## src/rtl/dual_irq_pkg.sv

```systemverilog
package dual_irq_pkg;

  typedef enum logic [1:0] {
    REG_HP_EN  = 2'd0,
    REG_STD_EN = 2'd1,
    REG_STATUS = 2'd2,
    REG_SPARE  = 2'd3
  } irq_reg_e;

  function automatic int unsigned pend_limit(input int unsigned w);
    return (1 << w) - 1;
  endfunction

endpackage

```

## src/rtl/dual_irq_cfg.sv

```systemverilog
module dual_irq_cfg #(
  parameter int NUM_EVT = 16
) (
  input  logic                 clk_i,
  input  logic                 rst_i,
  input  logic                 we_i,
  input  dual_irq_pkg::irq_reg_e addr_i,
  input  logic [NUM_EVT:0]     wdata_i,
  output logic [NUM_EVT:0]     hp_en_o,
  output logic [NUM_EVT-1:0]   std_en_o
);
  import dual_irq_pkg::*;

  always_ff @(posedge clk_i) begin
    if (rst_i) begin
      hp_en_o  <= '0;
      std_en_o <= '0;
    end else if (we_i) begin
      case (addr_i)
        REG_HP_EN:  hp_en_o  <= wdata_i;
        REG_STD_EN: std_en_o <= wdata_i[NUM_EVT-1:0];
        default: ;
      endcase
    end
  end
endmodule

```

## src/rtl/dual_irq_status.sv

```systemverilog
module dual_irq_status #(
  parameter int NUM_EVT = 16
) (
  input  logic               clk_i,
  input  logic               rst_i,
  input  logic [NUM_EVT-1:0] evt_i,
  input  logic [NUM_EVT:0]   hp_en_i,
  input  logic [NUM_EVT-1:0] std_en_i,
  input  logic               clr_we_i,
  input  logic [NUM_EVT:0]   clr_mask_i,
  output logic [NUM_EVT:0]   status_o,
  output logic               hp_irq_o,
  output logic               std_lvl_o
);
  localparam int SUM = NUM_EVT;

  logic [NUM_EVT:0] set_w;
  logic [NUM_EVT:0] clr_w;
  logic [NUM_EVT:0] next_w;
  logic             hp_next_w;

  always_comb begin
    set_w[NUM_EVT-1:0] = evt_i & hp_en_i[NUM_EVT-1:0];
    set_w[SUM]         = |(evt_i & std_en_i);
    clr_w              = clr_we_i ? clr_mask_i : '0;
    // a set in the same cycle overrides the clear
    next_w             = (status_o & ~clr_w) | set_w;
    hp_next_w          = (|next_w[NUM_EVT-1:0]) | (next_w[SUM] & hp_en_i[SUM]);
  end

  always_ff @(posedge clk_i) begin
    if (rst_i) begin
      status_o  <= '0;
      hp_irq_o  <= 1'b0;
      std_lvl_o <= 1'b0;
    end else begin
      status_o  <= next_w;
      hp_irq_o  <= hp_next_w;
      std_lvl_o <= next_w[SUM];
    end
  end
endmodule

```

## src/rtl/dual_irq_pulse.sv

```systemverilog
module dual_irq_pulse #(
  parameter int NUM_EVT = 16,
  parameter int PEND_W  = 6
) (
  input  logic               clk_i,
  input  logic               rst_i,
  input  logic [NUM_EVT-1:0] hits_i,
  output logic               pulse_o
);
  localparam int ADD_W = $clog2(NUM_EVT + 1);
  localparam int SUM_W = ((PEND_W + 1) > (ADD_W + 1)) ? (PEND_W + 1) : (ADD_W + 1);
  localparam logic [SUM_W-1:0] LIMIT = SUM_W'(dual_irq_pkg::pend_limit(PEND_W));

  logic [PEND_W-1:0] pend_q;
  logic [ADD_W-1:0]  add_w;
  logic [SUM_W-1:0]  sum_w;
  logic [SUM_W-1:0]  sat_w;
  logic              fire_w;
  logic [SUM_W-1:0]  rest_w;

  always_comb begin
    add_w  = ADD_W'($countones(hits_i));
    sum_w  = SUM_W'(pend_q) + SUM_W'(add_w);
    sat_w  = (sum_w > LIMIT) ? LIMIT : sum_w;
    fire_w = (sat_w != '0);
    rest_w = sat_w - SUM_W'(fire_w);
  end

  always_ff @(posedge clk_i) begin
    if (rst_i) begin
      pend_q  <= '0;
      pulse_o <= 1'b0;
    end else begin
      pend_q  <= rest_w[PEND_W-1:0];
      pulse_o <= fire_w;
    end
  end
endmodule

```

## src/rtl/dual_irq_ctrl.sv

```systemverilog
module dual_irq_ctrl #(
  parameter int NUM_EVT = 16,
  parameter int PEND_W  = 6
) (
  input  logic               clk_i,
  input  logic               rst_i,
  input  logic [NUM_EVT-1:0] evt_i,
  input  logic               reg_we_i,
  input  logic [1:0]         reg_addr_i,
  input  logic [NUM_EVT:0]   reg_wdata_i,
  output logic [NUM_EVT:0]   reg_rdata_o,
  output logic               std_lvl_o,
  output logic               std_pulse_o,
  output logic               hp_irq_o
);
  import dual_irq_pkg::*;

  irq_reg_e           addr_w;
  logic [NUM_EVT:0]   hp_en_q;
  logic [NUM_EVT-1:0] std_en_q;
  logic [NUM_EVT:0]   status_q;
  logic               clr_we_w;

  assign addr_w   = irq_reg_e'(reg_addr_i);
  assign clr_we_w = reg_we_i && (addr_w == REG_STATUS);

  dual_irq_cfg #(.NUM_EVT(NUM_EVT)) u_cfg (
    .clk_i    (clk_i),
    .rst_i    (rst_i),
    .we_i     (reg_we_i),
    .addr_i   (addr_w),
    .wdata_i  (reg_wdata_i),
    .hp_en_o  (hp_en_q),
    .std_en_o (std_en_q)
  );

  dual_irq_status #(.NUM_EVT(NUM_EVT)) u_status (
    .clk_i      (clk_i),
    .rst_i      (rst_i),
    .evt_i      (evt_i),
    .hp_en_i    (hp_en_q),
    .std_en_i   (std_en_q),
    .clr_we_i   (clr_we_w),
    .clr_mask_i (reg_wdata_i),
    .status_o   (status_q),
    .hp_irq_o   (hp_irq_o),
    .std_lvl_o  (std_lvl_o)
  );

  dual_irq_pulse #(.NUM_EVT(NUM_EVT), .PEND_W(PEND_W)) u_pulse (
    .clk_i   (clk_i),
    .rst_i   (rst_i),
    .hits_i  (evt_i & std_en_q),
    .pulse_o (std_pulse_o)
  );

  always_ff @(posedge clk_i) begin
    if (rst_i) begin
      reg_rdata_o <= '0;
    end else begin
      case (addr_w)
        REG_HP_EN:  reg_rdata_o <= hp_en_q;
        REG_STD_EN: reg_rdata_o <= {1'b0, std_en_q};
        REG_STATUS: reg_rdata_o <= status_q;
        default:    reg_rdata_o <= '0;
      endcase
    end
  end
endmodule

```

## config.mk

```make
export PLATFORM = sky130hd
export DESIGN_NAME = dual_irq_ctrl
export DESIGN_NICKNAME = d
export VERILOG_FILES = /design/src/rtl/dual_irq_pkg.sv /design/src/rtl/dual_irq_cfg.sv /design/src/rtl/dual_irq_status.sv /design/src/rtl/dual_irq_pulse.sv /design/src/rtl/dual_irq_ctrl.sv
export SDC_FILE = /design/constraint.sdc
export NUM_CORES = 1
export LEC_CHECK = 0
export ABC_CLOCK_PERIOD_IN_PS = 12700
export BUFFER_PORTS_ARGS = -buffer_cell sky130_fd_sc_hd__buf_4
export CAP_MARGIN = 15
export CORE_MARGIN = 2
export CORE_UTILIZATION = 46
export DETAILED_ROUTE_END_ITERATION = 10
export GPL_TIMING_DRIVEN = 0
export PLACE_DENSITY = 0.67
export SKIP_LAST_GASP = 1
export SLEW_MARGIN = 20
export SYNTH_ARGS = -nofsm -noshare
export SYNTH_HDL_FRONTEND = slang
export SYNTH_SLANG_ARGS = --single-unit
```

## constraint.sdc

```tcl
create_clock -name clk_i -period 12.7 [get_ports clk_i]
set_input_delay 0.635 -clock clk_i [delete_from_list [all_inputs] [get_ports clk_i]]
set_output_delay 0.635 -clock clk_i [all_outputs]
set_load 0.01 [all_outputs]
```

Word-level counts from Yosys, hierarchy flattened

Cells that the tools add are included.

Flip-flop bits (word level): 76
Bits of input ports: 38
Output and inout bits: 20
Word-level logic and storage cells: 45

Add/sub/neg operators: 17
Order comparisons: 1
Eq/ne operators: 2
Multiplexer cells: 3
Bitwise gates (word level): 7
Reduce and logical (&&, ||, !) cells: 7

Operator list:

| cell               | count |
|---|---|
| $pmux 17 s3        | 1 |
| $add 5x5->5        | 7 |
| $and 16x16->16     | 2 |
| $reduce_or 16->1   | 2 |
| $and 17x17->17     | 1 |
| $mux 17            | 1 |
| $not 17->17        | 1 |
| $or 17x17->17      | 1 |
| $add 1x1->2        | 8 |
| $add 6x5->7        | 1 |
| $gt 7x6->1 const B | 1 |
| $mux 7             | 1 |
| $reduce_bool 7->1  | 1 |
| $sub 6x1->6        | 1 |
| $reduce_and 2->1   | 2 |
| $eq 2x1->1 const B | 1 |
| $eq 2x2->1 const B | 1 |
| $logic_not 2->1    | 1 |
| $and 1x1->1        | 1 |
| $logic_and 1x1->1  | 1 |
| $or 1x1->1         | 1 |

Depth between registers and ports, before layout

Gate-level depths: netlist of run 1.

Depth in word-level cells: 10
Gate-level depth with buffers: 25
Mapped depth without buffers: 25

Modules after synthesis

A second synthesis of run 1 with hierarchy kept.

Cells, all modules: 426
Area, all modules: 4166.5 µm²

Modules (own cells, without submodules):

| module          | instances | cells an instance | area an instance (µm²) | sequential area each (µm²) |
|---|---|---|---|---|
| dual_irq_cfg    | 1         | 129               | 1387.6                 | 660.6 |
| dual_irq_ctrl   | 1         | 112               | 1064.8                 | 340.3 |
| dual_irq_pulse  | 1         | 97                | 893.4                  | 140.1 |
| dual_irq_status | 1         | 88                | 820.8                  | 360.3 |

Worst setup path after synthesis of run 1

OpenSTA, ideal clock, no wires.

Kind: input -> register
Start point: in evt_i[7]
End point: reg u_pulse.pend_q[5]
Library setup time: 0.132 ns
Arrival time: 5.872 ns
Required time: 12.568 ns
Path slack: 6.695 ns
Cell stages on the path: 25
Path buffers: 0
Path through: and2_1 inv_1 ha_1 inv_1 fa_1 inv_1 fa_1 fa_1 inv_1 fa_1 inv_1 ha_1 fa_1 xor2_1 ha_1 o21ai_0 a21oi_1 o21ai_0 nor2b_1 nand3_1 ha_1 and3_1 a31o_1 a21oi_1 a311oi_1

Longest elaborated chain between the ends: 10

RTL lines:

| element                                            | line                 | text |
|---|---|---|
| start, declared                                    | dual_irq_ctrl.sv:7   | `input logic [NUM_EVT-1:0] evt_i,` |
| $and 16x16->16 (*)                                 | dual_irq_ctrl.sv:53  | `.hits_i (evt_i & std_en_q),` |
| $add 1x1->2 (not written as such) (*)              | dual_irq_pulse.sv:22 | `add_w = ADD_W'($countones(hits_i));` |
| $add 5x5->5 (not written as such) (*) (3 in a row) | dual_irq_pulse.sv:22 |  |
| $add 6x5->7 (*)                                    | dual_irq_pulse.sv:23 | `sum_w = SUM_W'(pend_q) + SUM_W'(add_w);` |
| $gt 7x6->1                                         | dual_irq_pulse.sv:24 | `sat_w = (sum_w > LIMIT) ? LIMIT : sum_w;` |
| $mux 7 (*)                                         | dual_irq_pulse.sv:24 |  |
| $reduce_bool 7->1 (*)                              | dual_irq_pulse.sv:25 | `fire_w = (sat_w != '0);` |
| via u_pulse.fire_w                                 | dual_irq_pulse.sv:18 | `logic fire_w;` |
| $sub 6x1->6 (*)                                    | dual_irq_pulse.sv:26 | `rest_w = sat_w - SUM_W'(fire_w);` |
| end signal, assigned                               | dual_irq_pulse.sv:34 | `pend_q <= rest_w[PEND_W-1:0];` |
| end, declared                                      | dual_irq_pulse.sv:14 | `logic [PEND_W-1:0] pend_q;` |

Mark *: on every way through the listed nets, which the timed path passes. The rest lies on a longest branch.
A chain may end at the register's enable or synchronous reset.

Worst setup path after layout of run 1

Start point: reg u_cfg.std_en_o[5]
End point: reg u_pulse.pend_q[5]

Longest elaborated chain between the ends: 10

RTL lines:

| element                                            | line                 | text |
|---|---|---|
| start, declared                                    | dual_irq_cfg.sv:10   | `output logic [NUM_EVT-1:0] std_en_o` |
| start signal, assigned                             | dual_irq_cfg.sv:21   | `REG_STD_EN: std_en_o <= wdata_i[NUM_EVT-1:0];` |
| $and 16x16->16 (*)                                 | dual_irq_ctrl.sv:53  |  |
| $add 1x1->2 (not written as such) (*)              | dual_irq_pulse.sv:22 |  |
| $add 5x5->5 (not written as such) (*) (3 in a row) | dual_irq_pulse.sv:22 |  |
| $add 6x5->7 (*)                                    | dual_irq_pulse.sv:23 |  |
| $gt 7x6->1                                         | dual_irq_pulse.sv:24 |  |
| $mux 7 (*)                                         | dual_irq_pulse.sv:24 |  |
| $reduce_bool 7->1 (*)                              | dual_irq_pulse.sv:25 |  |
| via u_pulse.fire_w                                 | dual_irq_pulse.sv:18 |  |
| $sub 6x1->6 (*)                                    | dual_irq_pulse.sv:26 |  |

Marked as above.

==> results.txt, run 1 <==
- Antenna violations before repair: 0
* Cell total after placement: 636
* Global route overflow: 0
- Clock tree synthesis inserted a total of 9 buffers.
- Buffering stage count on the worst path with inverters included: 5
* Starting utilization of the core area: 47.3%
* Total number of placement rows: 33
* Hold path startpoint: u_cfg.std_en_o[11]$_SDFFE_PP0P_
- The number of slew-limit violations in the final report is 0.
* I/O pins: 58
- Reg2reg path depth: 24
* Met1 global-route usage: 32.5%
* Arrival time at the worst endpoint: 6.51 ns
* Final setup skew: 0.0159 ns
- After synthesis, the mean cell area works out to 8.18 um2.
* Buffer levels on the longest clock path: 2
- For this run, asynchronously set or reset flops after synthesis account for 0%.
- Status: complete, no violations
- Leakage power summed over all cells: 0.00215 uW
* Time the final worst path needs with I/O delays and setup: 6.24 ns
* Clock latency on the worst-skew pair: 0.36 ns
- Biggest area contributors in the synthesized netlist: sky130_fd_sc_hd__dfxtp_1, sky130_fd_sc_hd__nand2_1, sky130_fd_sc_hd__ha_1
- In the synthesized netlist the dominant register cell turns out to be sky130_fd_sc_hd__dfxtp_1.
- In the final routed layout, each cell accounts on average for 15.9 um.
- Maximum achievable frequency: 160 MHz
- Counting every sink on the clock net gives 75.
* Post-CTS clock slew at the launch and capture registers of the worst setup and hold paths: 0.09 ns
- Cell count after synthesis: 475
* Portion of the post-synthesis area used by sequential elements: 38.6%
* Reg-to-reg slack, setup: 6.46 ns
- The via count of the first global-routing pass came to 3246.
- CTS placed an instance of sky130_fd_sc_hd__clkbuf_8 at the clock tree root.
* Type of the most critical hold path: flop to flop
- Hold buffers post-CTS: 0
- In this run the worst path has a maximum fanout of 5.
- In the final layout, the share of cells above drive strength 1 is 15.5%.
- Depth of the CTS H-tree: 3
- In this run the critical register-to-register path is launched from u_cfg.std_en_o[5]$_SDFFE_PP0P_.
- The die covers 9200 um2.
- Setup repair after global routing left no endpoint under its margin.
- DRT Wirelength: 10.3 mm
- Die boundary width: 95.9 um
* Vias per inst: 5.22
- Setup total negative slack on the finished layout was measured at 0 ns.
- For this run, the post-layout net count is 621.
- Post-CTS timing repair inserted 0 buffers for setup.
* Fillers: 781
- List of cells traversed by the critical path: nand2_1 > inv_1 > ha_1 > inv_1 > fa_1 > inv_1 > fa_1 > fa_1 > inv_1 > fa_1 > inv_1 > ha_1 > fa_1 > xor2_1 > ha_1 > o21ai_0 > a21oi_1 > o21ai_0 > nor2b_1 > nand3_1 > ha_1 > and3_1 > a31o_1 > a311oi_1
* Pin count of the biggest net entering global routing: 15
* R2R Path End: u_pulse.pend_q[5]$_SDFF_PP0_
- 0 antenna diodes ended up in the layout.
- In the finished design, the share of the clock period the worst path needs comes to 49.1%.
- Height of the die: 95.9 um
* GRT Resource Usage Total: 24.0%
- Measured slew at the worst slew-check pin: 0.665 ns
- Once routing completed, OpenROAD measured the worst setup slack at 6.46 ns.
- Starting DRT DRC Count: 182
- Global routing used 38.5% of the available met2 tracks.
- Once the clock tree was built, the resizer swapped 0 gates to a different size.
* Slew Limit Headroom: 55.7%
* Area fraction of the dominant cell type after synthesis: 38.6%
* Number of synthesized flops with an enable pin: 0
* Syn_nets: 554
- Number of instances on the worst hold path: 2
* Crit-path slowest cell: sky130_fd_sc_hd__fa_1
- In this run the remaining antenna-violating nets after routing total 0.
* DRC viols: 0
- Yosys printed 0 warnings.
- The region available for standard cell placement spans 8220 um2.
* Final design area excluding fillers: 4670 um2
- Post-route non-filler standard cell count: 652
- PortBufs: 56
- Cell type contributing the most total cell area after synthesis: sky130_fd_sc_hd__dfxtp_1
- The first global-routing pass estimated 16.4 mm of wire.
- Critical Path Source Type: flop
- Data required time at the worst endpoint: 12.97 ns
- Netlist area before placement: 3890 um2
- Worst slack at placement: 6.11 ns
- CTS tree: yes
* Syn-to-layout area delta: 20.1%
* Most used routing layer: met2
- Total of endpoints with negative setup slack in the final report: 0
- STA classifies the critical path endpoint as a flop.
* Post-Place Cell Area: 4440 um2
- For this run, the detailed router's first-pass iteration total came to 4.
* Via total after detailed routing: 3405
- Final total power: 605 uW
- GP Congestion: 0.914
* Cell family with most CP delay: adder cells
- The number of different library cells used by synthesis comes to 39.
- Areal power density over the cells: 129 nW/um2
- Worst-case hold path end point: u_cfg.std_en_o[11]$_SDFFE_PP0P_
- IR analysis of the VDD net gives a maximum drop of 0.0972 mV.
- For met3 alone, demand over resource in global routing was 4.54%.
* Flop and latch count out of synthesis: 75
- The wire-length estimate of the detail-placed layout is 7.74 mm.
* Critical path start-end classification: flop to flop
- Number of hold violations in the final report: 0
- Max Cap Viol: 0
* Max stage delay on crit path: 0.56 ns
## Yosys cell counts (all sizes together) (2+ instances only)
library cell and number:
nor2 51, xor2 4, and2 6, nand2b 3, o21ai 3, xnor2 4, mux2i 17, nand2 102
ha 29, clkbuf 13, a21oi 61, nand3 3, nor3b 2, fa 12, nor2b 3, buf 9
dfxtp 75, a21o 3, a22oi 14, inv 42, nand4 7
## cell usage in the layout, fill, tap and decap left out, drive strengths merged
master | netlist | routed
nand2 | 102 | 102
dfxtp | 75 | 75
buf | 9 | 65
a21oi | 61 | 61
nor2 | 51 | 51
inv | 42 | 45
ha | 29 | 29
clkbuf | 13 | 23
mux2i | 17 | 17
a22oi | 14 | 14
fa | 12 | 12
nand4 | 7 | 7
and2 | 6 | 6
xnor2 | 4 | 4
xor2 | 4 | 4
nand2b | 3 | 3
o21ai | 3 | 3
nor2b | 3 | 3
a21o | 3 | 3
nand3 | 3 | 3
bufinv | 0 | 2
nor3b | 2 | 2
and4 | 1 | 1
and3b | 1 | 1
nand3b | 1 | 1
and3 | 1 | 1
or3b | 1 | 1
nor3 | 1 | 1
a211oi | 1 | 1
o41ai | 1 | 1
nor4 | 1 | 1
a31o | 1 | 1
a311oi | 1 | 1
a31oi | 1 | 1
clkinvlp | 0 | 1
## flip-flops by register name, summed over array words and instances, names as in the netlist
register / count
u_status.hp_irq_o: 1
u_status.status_o: 16
u_cfg.std_en_o: 16
reg_rdata_o: 17
u_pulse.pulse_o: 1
u_pulse.pend_q: 6
u_status.std_lvl_o: 1
u_cfg.hp_en_o: 17
## worst max path at each step
stage | start | cells after the start | slack [ns] | endpoint
final | u_cfg.std_en_o[5]$_SDFFE_PP0P_ | 24 | 6.46 | u_pulse.pend_q[5]$_SDFF_PP0_
after global routing | u_cfg.std_en_o[4]$_SDFFE_PP0P_ | 24 | 6.01 | u_pulse.pend_q[5]$_SDFF_PP0_
after CTS | u_cfg.std_en_o[5]$_SDFFE_PP0P_ | 24 | 6.42 | u_pulse.pend_q[5]$_SDFF_PP0_
after detailed placement | evt_i[5] | 25 | 6.11 | u_pulse.pend_q[5]$_SDFF_PP0_
after global placement | evt_i[5] | 26 | 6.21 | u_pulse.pend_q[5]$_SDFF_PP0_
after floorplan | evt_i[7] | 25 | 6.70 | u_pulse.pend_q[5]$_SDFF_PP0_
## cell families (layout without fill, tap and decap cells)
group	Yosys count	count (layout)	synth area share, %
AOI/OAI and AO/OA	86	86	12.8
adders and majority gates	41	41	15.5
buffers and inverters	64	136	6.63
xor gates and xnor gates	8	8	2.00
muxes	17	17	4.38
and+or+nand+nor	184	184	20.1
DFF	75	75	38.6
## stage by stage
step	hold WS, ns	util, %
2_1_floorplan	0.444	-
3_3_place_gp	0.455	54.0
3_5_place_dp	0.463	54.0
4_1_cts	0.475	56.8
5_1_grt	0.492	56.8
6_report	0.473	56.8
## power breakdown
| group | switching (uW) | total [uW] | internal (uW) |
|---|---|---|---|
| Combinational | 70.7 | 130 | 59.8 |
| Clock | 97.9 | 216 | 118 |
| Sequential | 7.78 | 258 | 250 |
| Total | 176 | 605 | 428 |
## layer usage
metal  up-vias  routed length (um)
met3        19                 597
li1       1679                   -
met2       103                4810
met5         -                   0
met4         0                 183
met1      1604                4760
## worst reg2reg max path: cells and delay by family, from the launching register on
| family | cells | cell delay [ns] |
|---|---|---|
| xor gates and xnor gates | 1 | 0.16 |
| buffers and inverters | 5 | 0.30 |
| adders and majority gates | 9 | 3.44 |
| DFF | 1 | 0.37 |
| and+or+nand+nor | 4 | 0.71 |
| AOI/OAI and AO/OA | 5 | 1.17 |
## final cells by class
type,instances,area [um2],area share [%]
Multi-Input combinational cell,336,2130,45.6
Sequential cell,75,1500,32.1
Timing Repair Buffer,56,420,9.00
Inverter,42,158,3.38
Clock buffer,10,138,2.95
Tap cell,105,131,2.81
Buffer,22,100,2.14
Clock inverter,6,93.8,2.01
(Power assumes the default switching activity.)
==> run 2: changes to the inputs <==
ABC_CLOCK_PERIOD_IN_PS = 5900   (was 12700)
clock period = 5.9 ns   (was 12.7 ns; I/O delays follow)
==> results.txt, run 2 (synthesized netlist as in run 1, its figures left out) <==
- Number of buffers created by CTS: 9 (unchanged)
- Critical path start-end classification: flop to flop (unchanged)
- The pin count of the biggest net entering global routing was 15 (unchanged).
- Source of the worst register-to-register timing path: u_cfg.std_en_o[6]$_SDFFE_PP0P_ (was u_cfg.std_en_o[5]$_SDFFE_PP0P_)
- Reg-to-reg slack, setup: 0.22 ns (was 6.46 ns)
- The fraction of the cycle the final worst path needs came to 96.3% (was 49.1%).
- Leakage power summed over all cells: 0.00219 uW (was 0.00215 uW)
- The total number of vias is 3444 (was 3405).
* Sink Count: 75 (unchanged)
- The TritonCTS clock tree is yes (unchanged).
- The kind of start point of the critical path is a flop (unchanged).
- Drt first pass iters: 7 (was 4)
* Final setup skew: 0.0156 ns (was 0.0159 ns)
- Number of nets with antenna violations after detailed routing: 0 (unchanged)
* Arrival time at the worst endpoint: 5.91 ns (was 6.51 ns)
* Depth of the CTS H-tree: 3 (unchanged)
* Standard cell core area: 8220 um2 (unchanged)
* Areal power density over the cells: 282 nW/um2 (was 129 nW/um2)
- DRT Wirelength: 10.7 mm (was 10.3 mm)
- Post-route non-filler standard cell count: 656 (was 652)
- The relative slew slack was 54.1% (was 55.7%).
- The instance count along the most critical hold path is 3 (was 2).
- DRC viols: 0 (unchanged)
* Total number of placement rows: 33 (unchanged)
- The final weighted congestion in routability-driven placement came to 0.914 (unchanged).
* Global route overflow: 0 (unchanged)
* Worst slack at placement: -0.352 ns (was 6.11 ns)
* Hold buffers post-CTS: 0 (unchanged)
- The worst-path maximum fanout is 4 (was 5).
- The clock transition at the registers of the reported paths is 0.09 ns (about the same).
* Type of the most critical hold path: input port to flop (was flop to flop)
* Cell total after placement: 636 (unchanged)
- The startpoint of the lowest-slack hold path is reg_wdata_i[4] (was u_cfg.std_en_o[11]$_SDFFE_PP0P_).
- The count of fill cells added during filler insertion was 761 (was 781).
- I/O pins: 58 (unchanged)
- The critical path endpoint category was a flop (unchanged).
- Post-layout worst setup margin: 0.216 ns (was 6.46 ns)
* Most common cell after layout, fill and taps aside: sky130_fd_sc_hd__nand2_1 (unchanged)
* Max Cap Viol: 0 (unchanged)
* Number of hold violations in the final report: 0 (unchanged)
* HPWL after detailed placement: 7.74 mm (unchanged)
- The final number of setup-violating endpoints came to 0 (unchanged).
- Starting DRT DRC Count: 181 (was 182)
- Time the final worst path needs with I/O delays and setup: 5.68 ns (was 6.24 ns)
- Worst hold margin: 0.180 ns (was 0.473 ns)
* Post-layout nets: 625 (was 621)
* Measured slew at the worst slew-check pin: 0.688 ns (was 0.665 ns)
- Area of the multi-input gates: 2230 um2 (was 2130 um2)
- Largest registers in the final layout: reg_rdata_o: 17 flops, u_cfg.hp_en_o: 17 flops (unchanged).
- The number of antenna cells inserted was 0 (unchanged).
* GRT Resource Usage Total: 24.2% (was 24.0%)
* Root Buffer Master: sky130_fd_sc_hd__clkbuf_8 (unchanged)
* Largest vdd supply drop: 0.231 mV (was 0.0972 mV)
- DIE AREA: 9200 um2 (unchanged)
- Highest-count cells in the layout ignoring fill and taps: sky130_fd_sc_hd__nand2_1, sky130_fd_sc_hd__dfxtp_1, sky130_fd_sc_hd__buf_4 (was sky130_fd_sc_hd__nand2_1, sky130_fd_sc_hd__dfxtp_1, sky130_fd_sc_hd__a21oi_1)
* Worst-case hold path end point: u_cfg.std_en_o[4]$_SDFFE_PP0P_ (was u_cfg.std_en_o[11]$_SDFFE_PP0P_)
- DR WL/cell: 16.3 um (was 15.9 um)
- The y dimension of the die came to 95.9 um (unchanged).
- The number of antenna violations at the first check in global routing is 0 (unchanged).
- The count of input and output buffers came to 56 (unchanged).
* Die boundary width: 95.9 um (unchanged)
- The via count of the first global-routing pass came to 3267 (was 3246).
* Status: complete, no violations (unchanged)
- Clock latency on the worst-skew pair: 0.37 ns (was 0.36 ns)
* Syn-to-layout area delta: 23.6% (was 20.1%)
- The effective utilization at floorplan is 47.3% (unchanged).
* Reg2reg path depth: 25 (was 24)
* Fin. max-slew vios: 0 (unchanged)
- Vias per inst: 5.25 (was 5.22)
* Global-route wire length before repair: 16.5 mm (was 16.4 mm)
- The required time at the worst-slack endpoint is 6.12 ns (was 12.97 ns).
- Register area: 1510 um2 (was 1500 um2)
- Maximum achievable frequency: 176 MHz (was 160 MHz)
- Fraction of final layout cells sized beyond drive strength 1: 20.3% (was 15.5%)
- Buffer levels on the longest clock path: 2 (unchanged)
- The endpoint of the most critical register-to-register path is u_pulse.pend_q[5]$_SDFF_PP0_ (unchanged).
==> run 2: power breakdown <==
part / leakage, uW / total [uW] / switching, uW / internal, uW
sequential: 0.000612 / 558 / 19.2 / 539
clock: 0.000114 / 468 / 213 / 254
combinational: 0.00146 / 327 / 169 / 157
==> run 2: repair_timing <==
| item | in CTS | in global routing |
|---|---|---|
| buffers inserted | 2 | 2 |
| pin swaps | 5 | 6 |
| cloned | 0 | 0 |
| endpoints found under the setup margin | 5 | 4 |
| resized for setup | 9 | 22 |
==> run 2: critical path: stages, from the launching register on <==
cell and delay, ns:
sky130_fd_sc_hd__dfxtp_2 0.36, sky130_fd_sc_hd__nand2_1 0.10, sky130_fd_sc_hd__inv_1 0.07, sky130_fd_sc_hd__ha_1 0.14
sky130_fd_sc_hd__inv_1 0.05, sky130_fd_sc_hd__fa_1 0.53, sky130_fd_sc_hd__inv_1 0.06, sky130_fd_sc_hd__fa_1 0.48
sky130_fd_sc_hd__fa_1 0.55, sky130_fd_sc_hd__inv_1 0.06, sky130_fd_sc_hd__fa_1 0.53, sky130_fd_sc_hd__inv_1 0.04
sky130_fd_sc_hd__ha_1 0.22, sky130_fd_sc_hd__fa_2 0.34, sky130_fd_sc_hd__xor2_1 0.16, sky130_fd_sc_hd__ha_2 0.37
sky130_fd_sc_hd__nor2_2 0.05, sky130_fd_sc_hd__a21oi_2 0.17, sky130_fd_sc_hd__xnor2_2 0.15, sky130_fd_sc_hd__and4_4 0.25
sky130_fd_sc_hd__nand3_1 0.08, sky130_fd_sc_hd__ha_2 0.19, sky130_fd_sc_hd__and3_4 0.17, sky130_fd_sc_hd__a31o_1 0.22
sky130_fd_sc_hd__a21oi_1 0.14, sky130_fd_sc_hd__a311oi_1 0.06
==> run 2: final cells by class <==
class | count | share of cell area, %
clock inverters | 6 | 1.95
inverters | 42 | 3.28
multi-input cells | 336 | 46.3
well taps | 105 | 2.73
repair buffers | 60 | 9.37
plain buffers | 22 | 2.08
clock buffers | 10 | 2.86
flip-flops and latches | 75 | 31.4
==> run 2: worst max path at each step <==
stage / start / end / slack (ns) / depth (start not counted)
after CTS: u_cfg.std_en_o[4]$_SDFFE_PP0P_ / u_pulse.pend_q[5]$_SDFF_PP0_ / 0.008 / 25
after global placement: evt_i[5] / u_pulse.pend_q[5]$_SDFF_PP0_ / -0.25 / 26
after detailed placement: evt_i[5] / u_pulse.pend_q[5]$_SDFF_PP0_ / -0.35 / 25
after floorplan: u_cfg.std_en_o[7]$_SDFFE_PP0P_ / u_pulse.pend_q[5]$_SDFF_PP0_ / 0.20 / 25
final: u_cfg.std_en_o[6]$_SDFFE_PP0P_ / u_pulse.pend_q[5]$_SDFF_PP0_ / 0.22 / 25
after global routing: u_cfg.std_en_o[6]$_SDFFE_PP0P_ / u_pulse.pend_q[5]$_SDFF_PP0_ / -0.02 / 25
==> run 2: through the flow <==
| stage | utilization, % | power (uW) | setup TNS (ns) | cell area (um2) |
|---|---|---|---|---|
| 2_1_floorplan | - | 759 | 0 | 3890 |
| 3_3_place_gp | 54.0 | 841 | -0.417 | 4440 |
| 3_5_place_dp | 54.0 | 847 | -0.788 | 4440 |
| 6_report | 58.5 | 1350 | 0 | 4800 |
| 5_1_grt | 58.5 | 1420 | -0.0170 | 4800 |
| 4_1_cts | 57.5 | 1330 | 0 | 4720 |
==> run 2: routing by layer <==
layer | vias up | global-route usage [%] | part of all wire, %
met5 | - | 0 | 0
met1 | 1631 | 32.6 | 45
met4 | 0 | 7.98 | 1.7
met3 | 18 | 4.54 | 6.4
li1 | 1689 | - | -
met2 | 106 | 39.2 | 47
